## src/rtl/apt_pkg.sv

```systemverilog
package apt_pkg;

  localparam int unsigned PA_W      = 32;
  localparam int unsigned VPN_W     = 20;
  localparam int unsigned DPAGE_W   = 12;
  localparam int unsigned ATTR_W    = 3;
  localparam int unsigned TOFF_W    = 10;
  localparam int unsigned SLOTSEL_W = 10;

  localparam logic [1:0] RA_CTRL   = 2'd0;
  localparam logic [1:0] RA_SIZE   = 2'd1;
  localparam logic [1:0] RA_BASE   = 2'd2;
  localparam logic [1:0] RA_ATTACH = 2'd3;

  typedef enum logic [1:0] {
    ST_IDLE  = 2'd0,
    ST_CHECK = 2'd1,
    ST_WALK  = 2'd2,
    ST_RESP  = 2'd3
  } xl_state_e;

  typedef struct packed {
    logic               present;
    logic [ATTR_W-1:0]  attr;
    logic [DPAGE_W-1:0] page;
  } dir_ent_t;

  typedef struct packed {
    logic              valid;
    logic [VPN_W-1:0]  vpn;
    logic [VPN_W-1:0]  ppn;
    logic [ATTR_W-1:0] attr;
  } tlb_ent_t;

  typedef struct packed {
    logic       ok;
    logic [1:0] shift;
  } aper_sz_t;

  // Aperture length code: each step halves the number of live slots.
  function automatic aper_sz_t decode_aper(input logic [7:0] code);
    aper_sz_t r;
    r = '0;
    case (code)
      8'd0:  begin r.ok = 1'b1; r.shift = 2'd0; end
      8'd32: begin r.ok = 1'b1; r.shift = 2'd1; end
      8'd48: begin r.ok = 1'b1; r.shift = 2'd2; end
      8'd56: begin r.ok = 1'b1; r.shift = 2'd3; end
      default: r = '0;
    endcase
    return r;
  endfunction

endpackage

```

## src/rtl/apt_cfg_regs.sv

```systemverilog
module apt_cfg_regs
  import apt_pkg::*;
#(
  parameter int unsigned DIR_IDX_W = 6
) (
  input  logic                 clk,
  input  logic                 rst_n,
  input  logic                 reg_wr,
  input  logic [1:0]           reg_addr,
  input  logic [31:0]          reg_wdata,
  output logic [7:0]           size_code,
  output logic [SLOTSEL_W-1:0] base_hi,
  output logic                 flush_pulse,
  output logic                 attach_we,
  output logic [DIR_IDX_W-1:0] attach_idx,
  output dir_ent_t             attach_ent
);

  logic                 strobe_q, strobe_n;
  logic [7:0]           size_q, size_n;
  logic [SLOTSEL_W-1:0] base_q, base_n;
  logic                 unused_wbits;

  always_comb begin
    strobe_n    = strobe_q;
    size_n      = size_q;
    base_n      = base_q;
    flush_pulse = 1'b0;
    if (reg_wr) begin
      case (reg_addr)
        RA_CTRL: begin
          strobe_n    = reg_wdata[7];
          flush_pulse = reg_wdata[7] & ~strobe_q;
        end
        RA_SIZE: size_n = reg_wdata[7:0];
        RA_BASE: base_n = reg_wdata[31:32-SLOTSEL_W];
        default: ;
      endcase
    end
  end

  always_ff @(posedge clk or negedge rst_n) begin
    if (!rst_n) begin
      strobe_q <= 1'b0;
      size_q   <= '0;
      base_q   <= '0;
    end else begin
      strobe_q <= strobe_n;
      size_q   <= size_n;
      base_q   <= base_n;
    end
  end

  assign size_code  = size_q;
  assign base_hi    = base_q;
  assign attach_we  = reg_wr && (reg_addr == RA_ATTACH);
  assign attach_idx = reg_wdata[DIR_IDX_W-1:0];
  assign attach_ent = '{present: reg_wdata[8],
                        attr:    reg_wdata[11:9],
                        page:    reg_wdata[31:20]};
  assign unused_wbits = ^reg_wdata[19:12];

endmodule

```

## src/rtl/apt_dir.sv

```systemverilog
module apt_dir
  import apt_pkg::*;
#(
  parameter int unsigned DIR_ENTRIES = 64,
  parameter int unsigned DIR_IDX_W   = 6
) (
  input  logic                 clk,
  input  logic                 rst_n,
  input  logic                 wr_en,
  input  logic [DIR_IDX_W-1:0] wr_idx,
  input  dir_ent_t             wr_ent,
  input  logic [DIR_IDX_W-1:0] rd_idx,
  output dir_ent_t             rd_ent
);

  dir_ent_t slot_q [DIR_ENTRIES];

  for (genvar g = 0; g < DIR_ENTRIES; g++) begin : g_slot
    logic load;
    assign load = wr_en && (wr_idx == DIR_IDX_W'(g));
    always_ff @(posedge clk or negedge rst_n) begin
      if (!rst_n)    slot_q[g] <= '0;
      else if (load) slot_q[g] <= wr_ent;
    end
  end

  assign rd_ent = slot_q[rd_idx];

endmodule

```

## src/rtl/apt_tlb.sv

```systemverilog
module apt_tlb
  import apt_pkg::*;
#(
  parameter int unsigned ENTRIES = 4,
  parameter int unsigned PTR_W   = 2
) (
  input  logic              clk,
  input  logic              rst_n,
  input  logic              clear,
  input  logic [VPN_W-1:0]  look_vpn,
  output logic              hit,
  output logic [VPN_W-1:0]  hit_ppn,
  output logic [ATTR_W-1:0] hit_attr,
  input  logic              fill_we,
  input  logic [VPN_W-1:0]  fill_vpn,
  input  logic [VPN_W-1:0]  fill_ppn,
  input  logic [ATTR_W-1:0] fill_attr
);

  tlb_ent_t           ent_q [ENTRIES];
  logic [ENTRIES-1:0] match;
  logic [PTR_W-1:0]   ptr_q, ptr_n;

  for (genvar g = 0; g < ENTRIES; g++) begin : g_ent
    logic take;
    assign take     = fill_we && (ptr_q == PTR_W'(g));
    assign match[g] = ent_q[g].valid && (ent_q[g].vpn == look_vpn);
    always_ff @(posedge clk or negedge rst_n) begin
      if (!rst_n)     ent_q[g] <= '0;
      else if (clear) ent_q[g].valid <= 1'b0;
      else if (take)  ent_q[g] <= '{valid: 1'b1, vpn: fill_vpn,
                                    ppn: fill_ppn, attr: fill_attr};
    end
  end

  always_comb begin
    hit      = |match;
    hit_ppn  = '0;
    hit_attr = '0;
    for (int i = 0; i < ENTRIES; i++) begin
      if (match[i]) begin
        hit_ppn  = hit_ppn  | ent_q[i].ppn;
        hit_attr = hit_attr | ent_q[i].attr;
      end
    end
  end

  always_comb begin
    ptr_n = ptr_q;
    if (clear)
      ptr_n = '0;
    else if (fill_we)
      ptr_n = (ptr_q == PTR_W'(ENTRIES-1)) ? '0 : ptr_q + 1'b1;
  end

  always_ff @(posedge clk or negedge rst_n) begin
    if (!rst_n) ptr_q <= '0;
    else        ptr_q <= ptr_n;
  end

endmodule

```

## src/rtl/apt_xlate.sv

```systemverilog
module apt_xlate
  import apt_pkg::*;
#(
  parameter int unsigned DIR_ENTRIES = 64,
  parameter int unsigned TLB_ENTRIES = 4
) (
  input  logic        clk,
  input  logic        rst_n,
  input  logic        reg_wr,
  input  logic [1:0]  reg_addr,
  input  logic [31:0] reg_wdata,
  input  logic        req_valid,
  output logic        req_ready,
  input  logic [31:0] req_addr,
  output logic        resp_valid,
  output logic        resp_fault,
  output logic [31:0] resp_paddr,
  output logic [2:0]  resp_attr,
  output logic        mem_rd,
  output logic [31:0] mem_addr,
  input  logic        mem_rvalid,
  input  logic [31:0] mem_rdata
);

  localparam int unsigned DIR_IDX_W = $clog2(DIR_ENTRIES);
  localparam int unsigned TLB_PTR_W = $clog2(TLB_ENTRIES);
  localparam int unsigned REL_W     = SLOTSEL_W + 1;

  logic [7:0]           size_code;
  logic [SLOTSEL_W-1:0] base_hi;
  logic                 flush_pulse, attach_we;
  logic [DIR_IDX_W-1:0] attach_idx;
  dir_ent_t             attach_ent, slot;
  logic                 tlb_clear, tlb_hit, fill_we;
  logic [VPN_W-1:0]     hit_ppn;
  logic [ATTR_W-1:0]    hit_attr;

  xl_state_e         state_q, state_n;
  logic [PA_W-1:0]   addr_q, addr_n;
  logic [PA_W-1:0]   walk_q, walk_n;
  logic              drop_q, drop_n;
  logic              fault_q, fault_n;
  logic [PA_W-1:0]   paddr_q, paddr_n;
  logic [ATTR_W-1:0] attr_q, attr_n;

  aper_sz_t         sz;
  logic [REL_W-1:0] rel, nslots;
  logic             in_range;
  logic             unused_rbits;

  apt_cfg_regs #(.DIR_IDX_W(DIR_IDX_W)) u_regs (
    .clk, .rst_n, .reg_wr, .reg_addr, .reg_wdata,
    .size_code, .base_hi, .flush_pulse, .attach_we, .attach_idx, .attach_ent
  );

  // Aperture window check: borrow on subtraction lands far above nslots.
  assign sz       = decode_aper(size_code);
  assign rel      = {1'b0, addr_q[31:32-SLOTSEL_W]} - {1'b0, base_hi};
  assign nslots   = sz.ok ? (REL_W'(DIR_ENTRIES) >> sz.shift) : '0;
  assign in_range = rel < nslots;

  apt_dir #(.DIR_ENTRIES(DIR_ENTRIES), .DIR_IDX_W(DIR_IDX_W)) u_dir (
    .clk, .rst_n,
    .wr_en (attach_we), .wr_idx(attach_idx), .wr_ent(attach_ent),
    .rd_idx(rel[DIR_IDX_W-1:0]), .rd_ent(slot)
  );

  assign tlb_clear = flush_pulse | attach_we;
  assign fill_we   = (state_q == ST_WALK) && mem_rvalid && mem_rdata[0]
                     && !drop_q && !tlb_clear;

  apt_tlb #(.ENTRIES(TLB_ENTRIES), .PTR_W(TLB_PTR_W)) u_tlb (
    .clk, .rst_n, .clear(tlb_clear),
    .look_vpn(addr_q[31:12]), .hit(tlb_hit), .hit_ppn, .hit_attr,
    .fill_we, .fill_vpn(addr_q[31:12]), .fill_ppn(mem_rdata[31:12]),
    .fill_attr(attr_q)
  );

  always_comb begin
    state_n = state_q;
    addr_n  = addr_q;
    walk_n  = walk_q;
    drop_n  = drop_q;
    fault_n = fault_q;
    paddr_n = paddr_q;
    attr_n  = attr_q;
    case (state_q)
      ST_IDLE: begin
        if (req_valid) begin
          addr_n  = req_addr;
          drop_n  = 1'b0;
          state_n = ST_CHECK;
        end
      end
      ST_CHECK: begin
        drop_n = drop_q | tlb_clear;
        if (!in_range) begin
          fault_n = 1'b1; paddr_n = '0; attr_n = '0;
          state_n = ST_RESP;
        end else if (tlb_hit) begin
          fault_n = 1'b0;
          paddr_n = {hit_ppn, addr_q[11:0]};
          attr_n  = hit_attr;
          state_n = ST_RESP;
        end else if (!slot.present) begin
          fault_n = 1'b1; paddr_n = '0; attr_n = '0;
          state_n = ST_RESP;
        end else begin
          walk_n  = {slot.page, 8'h00, addr_q[21:12], 2'b00};
          attr_n  = slot.attr;
          state_n = ST_WALK;
        end
      end
      ST_WALK: begin
        drop_n = drop_q | tlb_clear;
        if (mem_rvalid) begin
          if (mem_rdata[0]) begin
            fault_n = 1'b0;
            paddr_n = {mem_rdata[31:12], addr_q[11:0]};
          end else begin
            fault_n = 1'b1; paddr_n = '0; attr_n = '0;
          end
          state_n = ST_RESP;
        end
      end
      default: state_n = ST_IDLE;
    endcase
  end

  always_ff @(posedge clk or negedge rst_n) begin
    if (!rst_n) begin
      state_q <= ST_IDLE;
      addr_q  <= '0;
      walk_q  <= '0;
      drop_q  <= 1'b0;
      fault_q <= 1'b0;
      paddr_q <= '0;
      attr_q  <= '0;
    end else begin
      state_q <= state_n;
      addr_q  <= addr_n;
      walk_q  <= walk_n;
      drop_q  <= drop_n;
      fault_q <= fault_n;
      paddr_q <= paddr_n;
      attr_q  <= attr_n;
    end
  end

  assign req_ready    = (state_q == ST_IDLE);
  assign resp_valid   = (state_q == ST_RESP);
  assign resp_fault   = fault_q;
  assign resp_paddr   = paddr_q;
  assign resp_attr    = attr_q;
  assign mem_rd       = (state_q == ST_WALK);
  assign mem_addr     = walk_q;
  assign unused_rbits = ^{mem_rdata[11:1], rel[REL_W-2:DIR_IDX_W]};

endmodule

```

## config.mk

```make
export PLATFORM = sky130hd
export DESIGN_NAME = apt_xlate
export DESIGN_NICKNAME = d
export VERILOG_FILES = /design/src/rtl/apt_pkg.sv /design/src/rtl/apt_cfg_regs.sv /design/src/rtl/apt_dir.sv /design/src/rtl/apt_tlb.sv /design/src/rtl/apt_xlate.sv
export SDC_FILE = /design/constraint.sdc
export NUM_CORES = 2
export LEC_CHECK = 0
export CORE_ASPECT_RATIO = 1.25
export CORE_MARGIN = 5
export CORE_UTILIZATION = 50
export DETAILED_ROUTE_END_ITERATION = 8
export GPL_ROUTABILITY_DRIVEN = 0
export PLACE_DENSITY = 0.65
export SLEW_MARGIN = 15
export SYNTH_ARGS = -nofsm -noshare
export SYNTH_HDL_FRONTEND = slang
export SYNTH_SLANG_ARGS = --single-unit
```

## constraint.sdc

```tcl
create_clock -name clk -period 8.5 [get_ports clk]
set_input_delay 2.125 -clock clk [delete_from_list [all_inputs] [get_ports clk]]
set_output_delay 2.125 -clock clk [all_outputs]
set_load 0.05 [all_outputs]
```

# Word-level counts from Yosys, hierarchy flattened

Index checks and enable logic that the tools add are counted.

Bits in registers: 1314
Output and inout port bits: 71
Word-level logic and storage cells: 478

Add/sub/neg operators: 2
$lt $le $gt $ge: 2
Equality and inequality tests: 83
Shift operators: 1
Multiplexer cells: 52
Bitwise logic cells: 13
Reduce and logical (&&, ||, !) cells: 106

Operator list:

| kind                 | count |
|---|---|
| $eq 6x6->1 const B   | 32 |
| $mux 44              | 4 |
| $mux 32              | 5 |
| $bmux 16 s6          | 1 |
| $eq 6x5->1 const B   | 16 |
| $eq 20x20->1         | 4 |
| $mux 20              | 4 |
| $logic_and 1x1->1    | 77 |
| $pmux 32 s2          | 1 |
| $or 20x20->20        | 3 |
| $eq 6x4->1 const B   | 8 |
| $mux 16              | 2 |
| $mux 3               | 9 |
| $eq 6x3->1 const B   | 4 |
| $eq 8x6->1 const B   | 3 |
| $reduce_and 2->1     | 10 |
| $mux 1               | 15 |
| $reduce_bool 2->1    | 7 |
| $eq 2x2->1 const B   | 6 |
| $eq 6x2->1 const B   | 2 |
| $pmux 3 s4           | 1 |
| $lt 11x11->1         | 1 |
| $mux 11              | 1 |
| $shr 7x2->11 const A | 1 |
| 25 further kinds     | 42 |

# Longest topological paths before layout

Word-level depth: 12
Mapped depth: 20
Depth with buffers taken out: 18

# Modules after synthesis

From an unflattened synthesis, not the netlist that was laid out.

Cells, all modules: 4132
Area total of the unflattened synthesis: 60685.7 sq um

By module, submodules not included:

| module       | times used | cells an instance | area each (sq um) | sequential area each (sq um) |
|---|---|---|---|---|
| apt_dir      | 1          | 3020              | 46636.0           | 25624.6 |
| apt_tlb      | 1          | 650               | 8496.9            | 4454.3 |
| apt_xlate    | 1          | 396               | 4644.5            | 2327.2 |
| apt_cfg_regs | 1          | 66                | 908.4             | 475.5 |

# Worst setup path after synthesis

No wires, ideal clock.

Path type: register to register
From: reg addr_q[22]
To: reg walk_q[10] (netlist: mem_addr[10])
Library setup time: 128 ps
Arrival: 4726 ps
Data required time: 8372 ps
Setup slack: 3647 ps
Cell stages (with the launch flop): 20
Path buffers: 4
Period minus slack after synthesis: 4853 ps
Path through: dfrtp_1 > clkbuf_1 > inv_1 > ha_1 > fa_1 > nand2b_1 > a21oi_1 > xor2_1 > clkbuf_1 > clkbuf_1 > ha_1 > o21ai_0 > a21oi_1 > or4_1 > a211oi_1 > o211ai_1 > nor2b_4 > nand3_4 > buf_6 > mux2_1

Cells in the longest elaborated chain, start to end: 6
Elaborated cells between the ends (all ways): 17

Ends and longest elaborated chain:

| what                                        | line             | text |
|---|---|---|
| from (decl)                                 | apt_xlate.sv:39  | `logic [PA_W-1:0] addr_q, addr_n;` |
| from (signal assigned)                      | apt_xlate.sv:141 | `addr_q <= addr_n;` |
| $sub 10x10->11                              | apt_xlate.sv:58  | `assign rel = {1'b0, addr_q[31:32-SLOTSEL_W]} - {1'b0, base_hi};` |
| $not 6->7 (implied by the code)             | apt_dir.sv:27    | `assign rd_ent = slot_q[rd_idx];` |
| $bmux 16 s6                                 | apt_dir.sv:27    |  |
| $mux 16 (implied by the code) (2 in series) | apt_dir.sv:27    |  |
| $reduce_and 4->1 (no source line) *         | --               |  |
| to (signal assigned)                        | apt_xlate.sv:142 | `walk_q <= walk_n;` |
| to (decl)                                   | apt_xlate.sv:40  | `logic [PA_W-1:0] walk_q, walk_n;` |

Every way passes the cells marked *; elsewhere a longest branch is shown, timed or not. The select of a mux whose other input is x is not followed.
A chain may end at the register's enable or synchronous reset.

# Worst setup path in the final report

From: reg addr_q[24]
To: reg attr_q[2] (netlist: resp_attr[2])

Cells in the longest elaborated chain, start to end: 12
Elaborated cells between the ends (all ways): 26

Ends and longest elaborated chain:

| what                                                    | line             | text |
|---|---|---|
| branches (longest 10 deep; another with $sub 10x10->11) | --               |  |
| $mux 3 *                                                | apt_xlate.sv:97  | `if (!in_range) begin` |
| $pmux 3 s2 *                                            | apt_xlate.sv:87  | `case (state_q)` |
| to (signal assigned)                                    | apt_xlate.sv:146 | `attr_q <= attr_n;` |
| to (decl)                                               | apt_xlate.sv:44  | `logic [ATTR_W-1:0] attr_q, attr_n;` |

Mark *: on every way between the ends. The select of a mux whose other input is x is not followed.

==> impl_metrics.xml <==
<?xml version="1.0" encoding="UTF-8"?>
<metrics>
  <group name="outcome">
    <metric name="outcome" unit="">finished clean</metric>
  </group>
  <group name="timing">
    <metric name="maxSlewViolCount" unit="">0</metric>
    <metric name="final.setup.worst_slack" unit="ns">2.26</metric>
    <metric name="min_period" unit="ns">6.24</metric>
    <metric name="setup_tns_after_final_layout" unit="ns">0</metric>
    <metric name="highest_attainable_clock_frequency" unit="MHz">160</metric>
    <metric name="grt_setup_unrepaired" unit="">false</metric>
    <metric name="timing.final.setup_violations" unit="">0</metric>
    <metric name="worst-slew-pin-transition" unit="ns">1.16</metric>
    <metric name="timing.final.crit_share" unit="">0.734</metric>
    <metric name="fin_skew" unit="ns">0.0223</metric>
    <metric name="report.final.hold_viol_count" unit="">0</metric>
    <metric name="worst_slew_margin_rel" unit="">0.227</metric>
  </group>
  <group name="logic_synthesis">
    <metric name="syn_area" unit="um2">60000</metric>
    <metric name="top_ff_cell_synth" unit="">dfrtp_1</metric>
    <metric name="synth_cell_type_count" unit="">65</metric>
    <metric name="synthesis.yosys.warnings" unit="">0</metric>
    <metric name="asyncSetResetFlopFracSynth" unit="">1.00</metric>
    <metric name="synthCells" unit="">3972</metric>
    <metric name="postSynthRegisterBits" unit="">1314</metric>
    <metric name="synth_enable_flop_cells" unit="">0</metric>
    <metric name="avgSynthCellArea" unit="um2">15.1</metric>
    <metric name="ys_seq_area_frac" unit="">0.548</metric>
  </group>
  <group name="floorplanning">
    <metric name="floorplan.initialDensity" unit="">0.502</metric>
    <metric name="die_height" unit="um">397</metric>
    <metric name="x_dimension_of_the_die" unit="um">320</metric>
    <metric name="design.core.area" unit="um2">120000</metric>
    <metric name="top_level_ports" unit="">174</metric>
    <metric name="fp-row-count" unit="">142</metric>
    <metric name="fp.dieArea" unit="um2">127000</metric>
  </group>
  <group name="layout">
    <metric name="fin_area" unit="um2">67600</metric>
    <metric name="fin_nets" unit="">4144</metric>
    <metric name="final_layout_size_suffix_gt1_frac" unit="">0.454</metric>
    <metric name="area.growth.synth_to_final" unit="%">12.7</metric>
    <metric name="fillers" unit="">9496</metric>
    <metric name="leading_cell_type_in_the_layout_fill_and_taps_excluded" unit="">dfrtp_1</metric>
    <metric name="layout_common_cells" unit="">dfrtp_1 (1314), mux2_2 (1252), mux4_2 (266), clkbuf_16 (145), mux2i_1 (130)</metric>
  </group>
  <group name="worst_setup_path">
    <metric name="setup.reg_to_reg.worst_slack" unit="ns">2.26</metric>
    <metric name="cell_by_cell_trace_of_the_critical_path" unit="">ha_1 -&gt; nand3_1 -&gt; a21oi_1 -&gt; nor3_1 -&gt; xor2_4 -&gt; inv_2 -&gt; ha_1 -&gt; o21ai_0 -&gt; a21oi_1 -&gt; or4_1 -&gt; a211oi_1 -&gt; o211ai_1 -&gt; nand2b_1 -&gt; nor2_1 -&gt; nand3_1 -&gt; o31ai_1</metric>
    <metric name="critical_path.endpoint_type" unit="">flip-flop</metric>
    <metric name="timing.critical_path.fanout_max" unit="">21</metric>
    <metric name="timing.critical_path.from_type" unit="">flip-flop</metric>
    <metric name="critical_path.reg2reg.startpoint" unit="">addr_q[24]</metric>
    <metric name="path_delay_family" unit="">simple AND/OR/NAND/NOR gates</metric>
    <metric name="arrival_time_worst_endpoint" unit="ns">6.90</metric>
    <metric name="worst_r2r_endpoint" unit="">resp_attr[2]</metric>
    <metric name="worstRegToRegCells" unit="">16</metric>
    <metric name="timing.critical_path.slowest_stage_cell" unit="">nand2b_1</metric>
    <metric name="cp_num_buf_inv" unit="">1</metric>
    <metric name="crit_path_max_incr_delay" unit="ns">0.78</metric>
    <metric name="timing.setup.critical_path_class" unit="">reg -&gt; reg</metric>
    <metric name="critPathRequiredTime" unit="ns">9.16</metric>
  </group>
  <group name="placed_design">
    <metric name="io_buffers" unit="">144</metric>
    <metric name="post-place-ws" unit="ns">2.19</metric>
    <metric name="instance_area_at_placement" unit="um2">63000</metric>
    <metric name="detailed_place_hpwl" unit="um">87400</metric>
  </group>
  <group name="route">
    <metric name="route.detailed.wl_per_inst" unit="um">26.1</metric>
    <metric name="drt_first_pass_iters" unit="">5</metric>
    <metric name="route.detailed.drc" unit="">0</metric>
    <metric name="drt_iter0_markers" unit="">2250</metric>
    <metric name="detailroute.via_count" unit="">33900</metric>
    <metric name="via_per_inst" unit="">5.94</metric>
    <metric name="wl" unit="um">149000</metric>
    <metric name="detail-route-antenna-nets" unit="">0</metric>
  </group>
  <group name="clock_tree">
    <metric name="tritoncts_num_sinks" unit="">1314</metric>
    <metric name="htree_levels" unit="">4</metric>
    <metric name="clock_latency" unit="ns">0.76</metric>
    <metric name="cts_setup_buffers" unit="">0</metric>
    <metric name="number_of_buffers_created_by_cts" unit="">137</metric>
    <metric name="clock_tree.buffer_depth" unit="">3</metric>
    <metric name="cts_root_buf" unit="">clkbuf_16</metric>
    <metric name="cts_tree" unit="">done</metric>
    <metric name="hold_buffers" unit="">0</metric>
    <metric name="worst_setup_hold_path_clk_slew" unit="ns">0.06</metric>
    <metric name="ctsResizeCount" unit="">0</metric>
  </group>
  <group name="global_route">
    <metric name="gr-total-overflow" unit="">0</metric>
    <metric name="grt_start_max_net_pins" unit="">176</metric>
    <metric name="number_of_global_route_vias_before_repair" unit="">35900</metric>
    <metric name="global_route_wire_length_before_repair" unit="um">229000</metric>
    <metric name="gr-usage-all-layers" unit="">0.236</metric>
    <metric name="initial_antenna_violation_count" unit="">11</metric>
  </group>
  <group name="flow_run">
    <metric name="drv.max_cap_violation_count" unit="">0</metric>
  </group>
  <group name="min_path">
    <metric name="timing.hold.worst.class" unit="">reg -&gt; reg</metric>
    <metric name="min-delay-start" unit="">addr_q[7]</metric>
    <metric name="hold_path_end" unit="">resp_paddr[7]</metric>
    <metric name="holdPathStages" unit="">1</metric>
  </group>
  <group name="pwr">
    <metric name="design_power_total" unit="uW">21000</metric>
    <metric name="power.clock.fraction" unit="">0.293</metric>
    <metric name="combinational_group_share_of_total_power" unit="">0.353</metric>
    <metric name="switching_share" unit="">0.350</metric>
    <metric name="total_leakage_power" unit="uW">0.0321</metric>
    <metric name="switching_power_of_the_nets" unit="uW">7360</metric>
    <metric name="worst_vdd_drop" unit="mV">0.443</metric>
    <metric name="p_seq_frac" unit="">0.354</metric>
    <metric name="internal-power" unit="uW">13700</metric>
    <metric name="power.density_cell_area" unit="nW/um2">311</metric>
  </group>
</metrics>
## worst max-delay path by stage
| stage | from | slack (ns) | to | cells past startpoint |
|---|---|---|---|---|
| after floorplan | addr_q[22] | 3.65 | mem_addr[10] | 19 |
| after global placement | addr_q[24] | 2.21 | resp_attr[1] | 16 |
| after detailed placement | addr_q[24] | 2.19 | resp_attr[2] | 16 |
| after CTS | addr_q[24] | 2.15 | resp_attr[2] | 16 |
| after global routing | addr_q[24] | 1.83 | resp_attr[2] | 16 |
| final | addr_q[24] | 2.26 | resp_attr[2] | 16 |
## worst reg2reg max path, stage by stage, from the launching register on
cell	delay, ns
dfrtp_1	0.63
ha_1	0.48
nand3_1	0.17
a21oi_1	0.07
nor3_1	0.53
xor2_4	0.78
inv_2	0.26
ha_1	0.35
o21ai_0	0.17
a21oi_1	0.05
or4_1	0.40
a211oi_1	0.23
o211ai_1	0.28
nand2b_1	0.78
nor2_1	0.47
nand3_1	0.19
o31ai_1	0.30
## Yosys cell counts (3+ instances only)
cell type,n,area share
xor2_1,63,0.0092
dfrtp_1,1314,0.55
ha_1,22,0.0046
o21ai_0,13,0.0011
buf_1,12,0.00075
buf_2,48,0.0040
a211oi_1,34,0.0043
nand4_1,12,0.0013
o211a_1,3,0.00050
o211ai_1,5,0.00063
nand3b_1,3,0.00038
mux4_2,266,0.10
a2bb2oi_1,20,0.0029
buf_4,21,0.0026
nor3_1,16,0.0013
xnor2_1,22,0.0032
a22oi_1,50,0.0063
a32oi_1,5,0.00073
nor2_1,71,0.0044
nand3_1,25,0.0021
mux2_2,1252,0.23
nor3b_1,3,0.00038
a21oi_1,38,0.0032
nand2_1,119,0.0074
nor4_1,14,0.0015
nor2b_1,13,0.0014
mux2_1,18,0.0034
mux2i_1,130,0.022
o2bb2ai_1,12,0.0018
o31ai_1,3,0.00038
clkbuf_1,261,0.016
nand2b_1,12,0.0013
inv_1,32,0.0020
## registers in the layout, summed over array words and instances (netlist names), 3 cells and up
name and flops:
resp_paddr 32, u_regs.size_code 8, u_tlb.ent_q 176, resp_attr 3, u_regs.base_hi 10, mem_addr 22
addr_q 32, u_dir.slot_q 1024
## kinds of logic (layout without fill, tap and decap cells)
kind of cell	count (synthesis)	count (layout)	share of synthesized area
buffers and inverters	377	514	0.0261
and+or+nand+nor	303	303	0.0237
DFF	1314	1314	0.548
other	1	15	0.0000625
adders and majority gates	23	23	0.00492
muxes	1666	1666	0.360
xor gates and xnor gates	86	86	0.0127
AOI/OAI and AO/OA	202	202	0.0246
## routing by layer
layer	global-route usage	up-vias	part of all wire
met5	0	-	0.000081
met3	0.0415	201	0.045
met4	0.0652	2	0.024
li1	-	14700	-
met1	0.331	18300	0.44
met2	0.386	704	0.49
## per-stage QoR
stage | util | std cells | hold slack [ns]
2_1_floorplan | - | 3981 | 0.447
3_3_place_gp | 0.526 | 5463 | 0.456
3_5_place_dp | 0.526 | 5463 | 0.462
4_1_cts | 0.565 | 5702 | 0.476
5_1_grt | 0.565 | 5704 | 0.495
6_report | 0.565 | 5707 | 0.471
## power by group through the flow
stage / combinational (uW) / sequential [uW] / clock, uW
2_1_floorplan: 5070 / 7600 / 0
3_3_place_gp: 7460 / 7530 / 0
3_5_place_dp: 7490 / 7560 / 0
4_1_cts: 7500 / 7450 / 6300
5_1_grt: 7880 / 7530 / 6560
6_report: 7410 / 7450 / 6160
## layout make-up
cell class,count,area [um2],share of cell area
Clock buffer,211,4210,0.0622
Timing Repair Buffer,242,2230,0.0329
Multi-Input combinational cell,2290,25800,0.381
Sequential cell,1314,32900,0.486
Antenna cell,5,12.5,0.000185
Tap cell,1584,1980,0.0293
Clock inverter,28,412,0.00609
Inverter,33,124,0.00183
No activity file was read; power rests on OpenSTA's default activity.
